`config.mk`:
```
export PLATFORM = sky130hd
export DESIGN_NAME = mmu_ctl_bank
export DESIGN_NICKNAME = d
export VERILOG_FILES = /design/src/rtl/mmu_bank_pkg.sv /design/src/rtl/mmu_bank_decode.sv /design/src/rtl/mmu_bank_regfile.sv /design/src/rtl/mmu_bank_refcnt.sv /design/src/rtl/mmu_ctl_bank.sv
export SDC_FILE = /design/constraint.sdc
export NUM_CORES = 1
export LEC_CHECK = 0
export ABC_AREA = 1
export BUFFER_PORTS_ARGS = -buffer_cell sky130_fd_sc_hd__clkbuf_2
export CAP_MARGIN = 20
export CORE_MARGIN = 3
export CORE_UTILIZATION = 24
export DETAILED_ROUTE_END_ITERATION = 10
export GPL_TIMING_DRIVEN = 0
export HOLD_SLACK_MARGIN = 0.03
export PLACE_DENSITY_LB_ADDON = 0.1
export SLEW_MARGIN = 15
export SYNTH_ARGS = -nofsm -noshare
export SYNTH_HDL_FRONTEND = slang
export SYNTH_HIERARCHICAL = 1
export SYNTH_SLANG_ARGS = --single-unit
```
`constraint.sdc`:
```
create_clock -name clk -period 5 [get_ports clk]
set_clock_uncertainty 0.1 [all_clocks]
set_input_delay 0.25 -clock clk [delete_from_list [all_inputs] [get_ports clk]]
set_output_delay 0.25 -clock clk [all_outputs]
set_load 0.02 [all_outputs]
```
`src/rtl/mmu_bank_pkg.sv`:
```
package mmu_bank_pkg;
  localparam int NREG = 9;

  typedef enum logic [3:0] {
    IX_CTL     = 4'd0,
    IX_PTEH    = 4'd1,
    IX_PTEL    = 4'd2,
    IX_ASSIST  = 4'd3,
    IX_TBASE   = 4'd4,
    IX_EXCADDR = 4'd5,
    IX_TRAP    = 4'd6,
    IX_EXCEVT  = 4'd7,
    IX_INTEVT  = 4'd8,
    IX_RCNT    = 4'd9
  } reg_ix_e;

  localparam logic [1:0] SZ_HALF = 2'd1;
  localparam logic [1:0] SZ_WORD = 2'd2;
endpackage

```
`src/rtl/mmu_bank_decode.sv`:
```
module mmu_bank_decode
  import mmu_bank_pkg::*;
#(
  parameter int ADDR_W = 4
) (
  input  logic [ADDR_W-1:0] addr,
  input  logic [1:0]        size,
  output logic              is_cnt,
  output logic              acc_ok
);
  logic in_file;

  always_comb begin
    in_file = (addr < ADDR_W'(NREG));
    is_cnt  = (addr == ADDR_W'(IX_RCNT));
    acc_ok  = (in_file && size == SZ_WORD) || (is_cnt && size == SZ_HALF);
  end
endmodule

```
`src/rtl/mmu_bank_regfile.sv`:
```
module mmu_bank_regfile
  import mmu_bank_pkg::*;
#(
  parameter int DATA_W    = 32,
  parameter int ADDR_W    = 4,
  parameter int INVAL_BIT = 2,
  parameter int ASID_W    = 8,
  parameter int ASSIST_W  = 4,
  parameter int EVT_W     = 11
) (
  input  logic              clk,
  input  logic              rst,
  input  logic              wr_en,
  input  logic [ADDR_W-1:0] idx,
  input  logic [DATA_W-1:0] wdata,
  output logic [DATA_W-1:0] rdata,
  output logic [ASID_W-1:0] asid_q
);
  logic [DATA_W-1:0] regs [NREG];

  function automatic logic [DATA_W-1:0] keep_of(int ix);
    logic [DATA_W-1:0] m;
    m = '0;
    case (ix)
      int'(IX_CTL): begin
        m = '1;
        m[INVAL_BIT] = 1'b0;
      end
      int'(IX_ASSIST): m[ASSIST_W-1:0] = '1;
      int'(IX_TRAP), int'(IX_EXCEVT), int'(IX_INTEVT): m[EVT_W-1:0] = '1;
      default: m = '1;
    endcase
    return m;
  endfunction

  for (genvar g = 0; g < NREG; g++) begin : g_reg
    localparam logic [DATA_W-1:0] KEEP = keep_of(g);
    always_ff @(posedge clk) begin
      if (rst) regs[g] <= '0;
      else if (wr_en && idx == ADDR_W'(g)) regs[g] <= wdata & KEEP;
    end
  end

  always_comb begin
    rdata = '0;
    for (int i = 0; i < NREG; i++)
      if (idx == ADDR_W'(i)) rdata = regs[i];
  end

  assign asid_q = regs[int'(IX_PTEH)][ASID_W-1:0];
endmodule

```
`src/rtl/mmu_bank_refcnt.sv`:
```
module mmu_bank_refcnt #(
  parameter int CNT_W = 16
) (
  input  logic             clk,
  input  logic             rst,
  input  logic             ld,
  input  logic             inc,
  input  logic [CNT_W-1:0] ld_val,
  output logic [CNT_W-1:0] cnt_q
);
  always_ff @(posedge clk) begin
    if (rst)      cnt_q <= '0;
    else if (ld)  cnt_q <= ld_val;
    else if (inc) cnt_q <= cnt_q + 1'b1;
  end

  // every accepted read advances the count by one
  p_read_advances_r6: assert property (@(posedge clk) disable iff (rst)
    (!$past(rst) && $past(inc) && !$past(ld)) |-> cnt_q == $past(cnt_q) + 1'b1);
endmodule

```
`src/rtl/mmu_ctl_bank.sv`:
```
module mmu_ctl_bank
  import mmu_bank_pkg::*;
#(
  parameter int DATA_W    = 32,
  parameter int ADDR_W    = 4,
  parameter int INVAL_BIT = 2,
  parameter int ASID_W    = 8,
  parameter int ASSIST_W  = 4,
  parameter int EVT_W     = 11,
  parameter int CNT_W     = 16
) (
  input  logic              clk,
  input  logic              rst,
  input  logic              req_valid,
  input  logic              req_write,
  input  logic [ADDR_W-1:0] req_addr,
  input  logic [1:0]        req_size,
  input  logic [DATA_W-1:0] req_wdata,
  output logic              rsp_valid,
  output logic              rsp_err,
  output logic [DATA_W-1:0] rsp_rdata,
  output logic              tlb_inval,
  output logic              tlb_flush
);
  logic              is_cnt, acc_ok, wr_en, rd_en;
  logic [DATA_W-1:0] file_rdata;
  logic [ASID_W-1:0] asid_q;
  logic [CNT_W-1:0]  cnt_q;
  logic              inval_d, flush_d;

  mmu_bank_decode #(.ADDR_W(ADDR_W)) u_dec (
    .addr(req_addr), .size(req_size), .is_cnt(is_cnt), .acc_ok(acc_ok)
  );

  assign wr_en = req_valid && acc_ok && req_write;
  assign rd_en = req_valid && acc_ok && !req_write;

  mmu_bank_regfile #(
    .DATA_W(DATA_W), .ADDR_W(ADDR_W), .INVAL_BIT(INVAL_BIT),
    .ASID_W(ASID_W), .ASSIST_W(ASSIST_W), .EVT_W(EVT_W)
  ) u_file (
    .clk(clk), .rst(rst), .wr_en(wr_en && !is_cnt), .idx(req_addr),
    .wdata(req_wdata), .rdata(file_rdata), .asid_q(asid_q)
  );

  mmu_bank_refcnt #(.CNT_W(CNT_W)) u_cnt (
    .clk(clk), .rst(rst), .ld(wr_en && is_cnt), .inc(rd_en && is_cnt),
    .ld_val(req_wdata[CNT_W-1:0]), .cnt_q(cnt_q)
  );

  assign inval_d = wr_en && req_addr == ADDR_W'(IX_CTL) && req_wdata[INVAL_BIT];
  assign flush_d = wr_en && req_addr == ADDR_W'(IX_PTEH) &&
                   req_wdata[ASID_W-1:0] != asid_q;

  always_ff @(posedge clk) begin
    if (rst) begin
      rsp_valid <= 1'b0;
      rsp_err   <= 1'b0;
      rsp_rdata <= '0;
      tlb_inval <= 1'b0;
      tlb_flush <= 1'b0;
    end else begin
      rsp_valid <= req_valid;
      rsp_err   <= req_valid && !acc_ok;
      tlb_inval <= inval_d;
      tlb_flush <= flush_d;
      if (rd_en) rsp_rdata <= is_cnt ? DATA_W'(cnt_q) : file_rdata;
      else       rsp_rdata <= '0;
    end
  end

  // response follows request by one cycle
  p_rsp_follows_r8: assert property (@(posedge clk) disable iff (rst)
    !$past(rst) |-> rsp_valid == $past(req_valid));
  // invalidate pulse only after a control write carrying the bit
  p_inval_cause_r1: assert property (@(posedge clk) disable iff (rst)
    (!$past(rst) && tlb_inval) |->
      ($past(req_valid) && $past(req_write) && $past(req_size) == SZ_WORD &&
       $past(req_addr) == ADDR_W'(IX_CTL) && $past(req_wdata[INVAL_BIT])));
  // flush pulse only after an entry-high write
  p_flush_cause_r2: assert property (@(posedge clk) disable iff (rst)
    (!$past(rst) && tlb_flush) |->
      ($past(req_valid) && $past(req_write) && $past(req_addr) == ADDR_W'(IX_PTEH)));
  // a control read never shows the invalidate bit
  p_ctl_bit_clear_r1: assert property (@(posedge clk) disable iff (rst)
    (!$past(rst) && $past(rd_en) && $past(req_addr) == ADDR_W'(IX_CTL))
      |-> !rsp_rdata[INVAL_BIT]);
  // an error response carries no data and no pulse
  p_err_quiet_r7: assert property (@(posedge clk) disable iff (rst)
    rsp_err |-> (rsp_rdata == '0 && !tlb_inval && !tlb_flush));
  // event code reads keep upper bits clear
  p_evt_width_r4: assert property (@(posedge clk) disable iff (rst)
    (!$past(rst) && $past(rd_en) && $past(req_addr) >= ADDR_W'(IX_TRAP) &&
     $past(req_addr) <= ADDR_W'(IX_INTEVT)) |-> rsp_rdata[DATA_W-1:EVT_W] == '0);
endmodule

```
Yosys cells after proc, flatten, opt, wreduce, memory -nomap -nowiden
Memory sizes are Yosys's and may differ from the RTL's.
Index checks and enable logic that the tools add are counted.
{"block": "totals", "register_bits": 52, "mem_bits_rw": 288, "inputBits": 42, "output_inout_bits": 36, "wordCells": 112, "memories": 1}
{"block": "op_classes", "n_addsub": 1, "order_cmp": 1, "eq_ne": 12, "mux": 50, "bitwise": 10, "reduce_logical": 30}
{"name": "u_file.regs", "words": 9, "word_bits": 32, "read_ports": 9, "rd_ports_with_merged_regs": 0, "write_ports": 9, "line": "mmu_bank_regfile.sv:19", "text": "logic [DATA_W-1:0] regs [NREG];"}
{"op": "two-way mux 32 bit", "n": 18}
{"op": "two-way mux 16 bit", "n": 3}
{"op": "two-way mux 1 bit", "n": 29}
{"op": "logical AND 1 bit", "n": 22}
{"op": "adder 16 x 1 -> 16 bit (second input constant)", "n": 1}
{"op": "== test 4 x 3 -> 1 bit (second input constant)", "n": 4}
{"op": "bitwise OR 1 bit", "n": 9}
{"op": "== test 4 x 2 -> 1 bit (second input constant)", "n": 2}
{"op": "== test 4 bit (second input constant)", "n": 2}
{"op": "inequality test 8 bit", "n": 1}
{"op": "== test 4 x 1 -> 1 bit (second input constant)", "n": 1}
{"op": "logical NOT 4 bit", "n": 1}
{"op": "less-than comparator 4 bit (second input constant)", "n": 1}
{"op": "logical NOT 1 bit", "n": 3}
{"op": "OR reduction 3 bit", "n": 1}
{"op": "== test 2 x 1 -> 1 bit (second input constant)", "n": 1}
{"op": "== test 2 bit (second input constant)", "n": 1}
{"op": "nonzero test 2 bit", "n": 1}
{"op": "OR reduction 2 bit", "n": 1}
{"op": "logical OR 1 bit", "n": 1}
{"op": "inverter 1 bit", "n": 1}

Depth between registers and ports, before layout
{"block": "logic_depth", "ltp_word": 11, "ltp_mapped": 16, "ltp_nobuf": 16}

Modules after synthesis
Netlist, hierarchy kept.
{"mod": "mmu_bank_regfile", "n_inst": 1, "cells_per_inst": 803, "area_each_um2": 8506.9, "seq_area_each_um2": 5885.6}
{"mod": "mmu_ctl_bank", "n_inst": 1, "cells_per_inst": 186, "area_each_um2": 1437.6, "seq_area_each_um2": 720.7}
{"mod": "mmu_bank_refcnt", "n_inst": 1, "cells_per_inst": 148, "area_each_um2": 1011.0, "seq_area_each_um2": 320.3}
{"mod": "mmu_bank_decode", "n_inst": 1, "cells_per_inst": 12, "area_each_um2": 51.3, "seq_area_each_um2": 0.0}

Worst setup path before layout
No wires, ideal clock.
{"block": "synth_path", "kind": "input-to-reg", "start": "in req_size[0]", "end": "mem u_file.regs[1][0], enable pin", "setup_time_ps": 466, "t_arrival_ps": 3941, "t_required_ps": 4434, "setup_slack_ps": 493, "path_stages": 12, "path_buffers": 1, "path_cell_list": "inv_1 nand2_1 nor2_1 nand2_1 nand2_1 inv_1 nor3_1 inv_1 nor2_1 buf_2 inv_1 o21ai_0"}
{"item": "start: declaration", "line": "mmu_ctl_bank.sv:17", "text": "input logic [1:0] req_size,"}
{"item": "end: declaration", "line": "mmu_bank_regfile.sv:19"}

==> results.toml <==
[outcome]
status = "finished, final reports clean"

[critical_path]
arrival_ns = 4.14
crit_top_cell = "inv_1"
critPathKind = "primary input to flop"
cp-start-kind = "primary input"
slowest_delay_ns = 0.74
path_cells = "dlygate4sd3_1, clkbuf_2, nand2_2, inv_2, nor2_1, nand2_1, nand2_1, inv_1, nor3_1, inv_1, nor2_1, buf_2, inv_1, o21ai_4, buf_16"
endpoint_kind = "flop"
path_max_fanout = 19
cpMaxStageDelayCell = "o21ai_4"
critPathRequiredTime_ns = 5.17

[finish]
syn2layout_area_growth_pct = 25.3
final-instance-count-excl-fill = 1922
antenna_cells = 0
fin_area_mm2 = 0.0138
finalNetCount = 1348
layout_common_cells = "nand2_1 (259), nor2_1 (238), edfxtp_1 (196), inv_1 (91), clkbuf_2 (78)"
layout_commonest_cell = "nand2_1"
layout-drive-gt1-share_pct = 16.9

[route]
drc = 0
wire_per_inst_um = 17.9
wirelength_um = 34400
dr.pass1.iters = 5
vias = 8225
viasPerCell = 4.28
drtIter0Drc = 442
postRouteAntennaNets = 0

[timing]
finalSetupTns_ns = 0
finalSetupViolCount = 0
hold_slack_ns = 0.0523
fin_crit_ns = 3.97
max_slew_margin_pct = 44.9
finalHoldViolCount = 0
fin_crit_sh_pct = 79.4
rsz0062_at_grt = "no"
worstMarginPinSlew_ns = 0.824
finalMaxSlewViolations = 0
timing.fmax_mhz = 252

[grt]
antenna_found_initial = 0
grt_pass1_wl_um = 51500
first_global_vias = 8079
grt_overflow = 0
grt_max_degree = 24
track_usage_pct = 14.2

[synthesis]
ys_ff_latch = 248
synth_fp_nets = 1192
synth_xor_area_share_pct = 0.557
yosysSeqAreaShare_pct = 62.9
ys_types = 38
synth_top_family_by_area = "simple AND/OR/NAND/NOR gates"
synthAdderAreaFrac_pct = 0.114
synth_compound_area_share_pct = 4.93
synthMuxAreaShare_pct = 0
ys_warn_count = 6
netlist_area_mm2 = 0.0110
avgSynthCellArea_um2 = 9.58
syn-instance-count = 1149
yosys.area_share.simple_pct = 24.8

[power_and_ir_drop]
powerDensity_mw_per_mm2 = 361
switchingPower_uw = 1120
peakVddDrop_mv = 0.193
power.internal_uw = 3850
p_leak_uw = 0.00540
p_clk_share_pct = 47.4
power.total_uw = 4970
switching_share_pct = 22.6
power_frac_seq_pct = 46.8
combPwrFrac_pct = 5.8

[floorplan]
ios = 78
die_h_um = 220
initial_utilization_pct = 24.6
dieWidth_um = 220
rows = 77
dieArea_mm2 = 0.0485
core_area_mm2 = 0.0448

[placed_design]
placed_area_mm2 = 0.0123
hpwl_um = 23900
routabilityCongestion = 0.808
dp.cells = 1826
port_buffers = 77

[cts]
cts.sinks = 248
post_cts_buffers = 0
clockRootBuffer = "clkbuf_16"
path_clk_slew_ns = 0.06
post_cts_resized = 0
numCtsBuffers = 31
postCtsHoldBufs = 37
clk_latency_ns = 0.59
cts_tree = "done"
clk_path_buf_depth = 3
htreeDepth = 1

[job]
max_cap_violations = 0

[hold_path]
hold_path_class = "primary input to flop"
-- per-stage QoR --
stage | setup slack [ns] | utilization [%]
2_1_floorplan | 0.493 | -
3_3_place_gp | -3.31 | 27.1
3_5_place_dp | 0.803 | 27.5
4_1_cts | 0.908 | 30.8
5_1_grt | 0.759 | 30.8
6_report | 1.03 | 30.8
-- kinds of logic (layout without fill, tap and decap cells) --
family	count (synthesis)	after routing
and+or+nand+nor	633	633
DFF	248	248
buffers and inverters	164	345
AOI/OAI and AO/OA	96	96
xor gates and xnor gates	7	7
adders and majority gates	1	1
-- final cells by class --
cell class              count  area, µm²
inverters                 106        398
clock buffers              42        857
flip-flops and latches    248       6930
well taps                 592        741
repair buffers            123        921
clock inverters            16        221
fillers                  4685      31000
multi-input cells         737       3390
plain buffers              58        334
-- worst paths after layout --
check                                                   from                                to  slack (ns)  cells past startpoint
worst min-delay path                             req_addr[0]              tlb_flush$_SDFF_PP0_        0.05                      3
worst max register to register   u_cnt/cnt_q[1]$_SDFFE_PP0P_       u_cnt/cnt_q[4]$_SDFFE_PP0P_        3.13                      6
worst max-delay path                             req_addr[3]  u_file/regs[2][27]$_SDFFCE_PN0P_        1.03                     15
worst min register to register  u_cnt/cnt_q[15]$_SDFFE_PP0P_          rsp_rdata[15]$_SDFF_PP0_        0.43                      2
-- cell usage after synthesis --
cell type	count	area, µm²
a21oi_1	50	250
a22oi_1	10	75.1
a31oi_1	1	6.26
and3_1	1	6.26
buf_1	4	15.0
buf_12	1	20.0
buf_2	26	130
buf_4	10	75.1
buf_6	4	45.0
clkbuf_1	13	48.8
clkinv_1	5	18.8
dfxtp_1	52	1040
edfxtp_1	196	5890
ha_1	1	12.5
inv_1	91	342
inv_2	10	37.5
nand2_1	261	980
nand2_2	7	43.8
nand3_1	67	335
nand3_2	4	40.0
nand3_4	1	17.5
nand4_1	23	144
nand4_4	1	21.3
nor2_1	238	893
nor2_2	8	50.1
nor2_4	13	146
nor3_1	5	25.0
nor3_2	1	10.0
nor4_1	1	6.26
o211ai_1	9	67.6
o21ai_0	19	95.1
o21ai_1	3	15.0
o21bai_1	3	22.5
o21bai_2	1	11.3
or2_0	1	6.26
or2_1	1	6.26
xnor2_1	2	17.5
xor2_1	5	43.8
-- layer usage --
metal	up-vias	part of all wire [%]	track usage [%]	wire length [µm]
li1	4099	-	-	-
met1	3963	49	20.1	16700
met2	127	46	23.4	15900
met3	36	3.8	1.90	1310
met4	0	1.4	3.09	470
met5	-	0	0	0
-- power by group through the flow --
stage | logic, µW | clock network (µW) | registers (µW)
floorplan | 138 | 0 | 2370
detailed placement | 277 | 0 | 2370
finish | 288 | 2360 | 2330
CTS | 299 | 2450 | 2330
global placement | 258 | 0 | 2380
global route | 320 | 2520 | 2330
-- worst max-delay path, delay by kind of cell --
| family | cells | cell delay (ns) |
|---|---|---|
| and+or+nand+nor | 6 | 1.28 |
| buffers and inverters | 8 | 1.84 |
| AOI/OAI and AO/OA | 1 | 0.74 |
-- flip-flops by register name (all words and copies together), names as in the netlist --
register / cells
u_file/regs: 196
rsp_rdata: 32
u_cnt/cnt_q: 16
rsp_err: 1
rsp_valid: 1
tlb_flush: 1
tlb_inval: 1
Note: power is estimated with default switching activity, not from simulation.
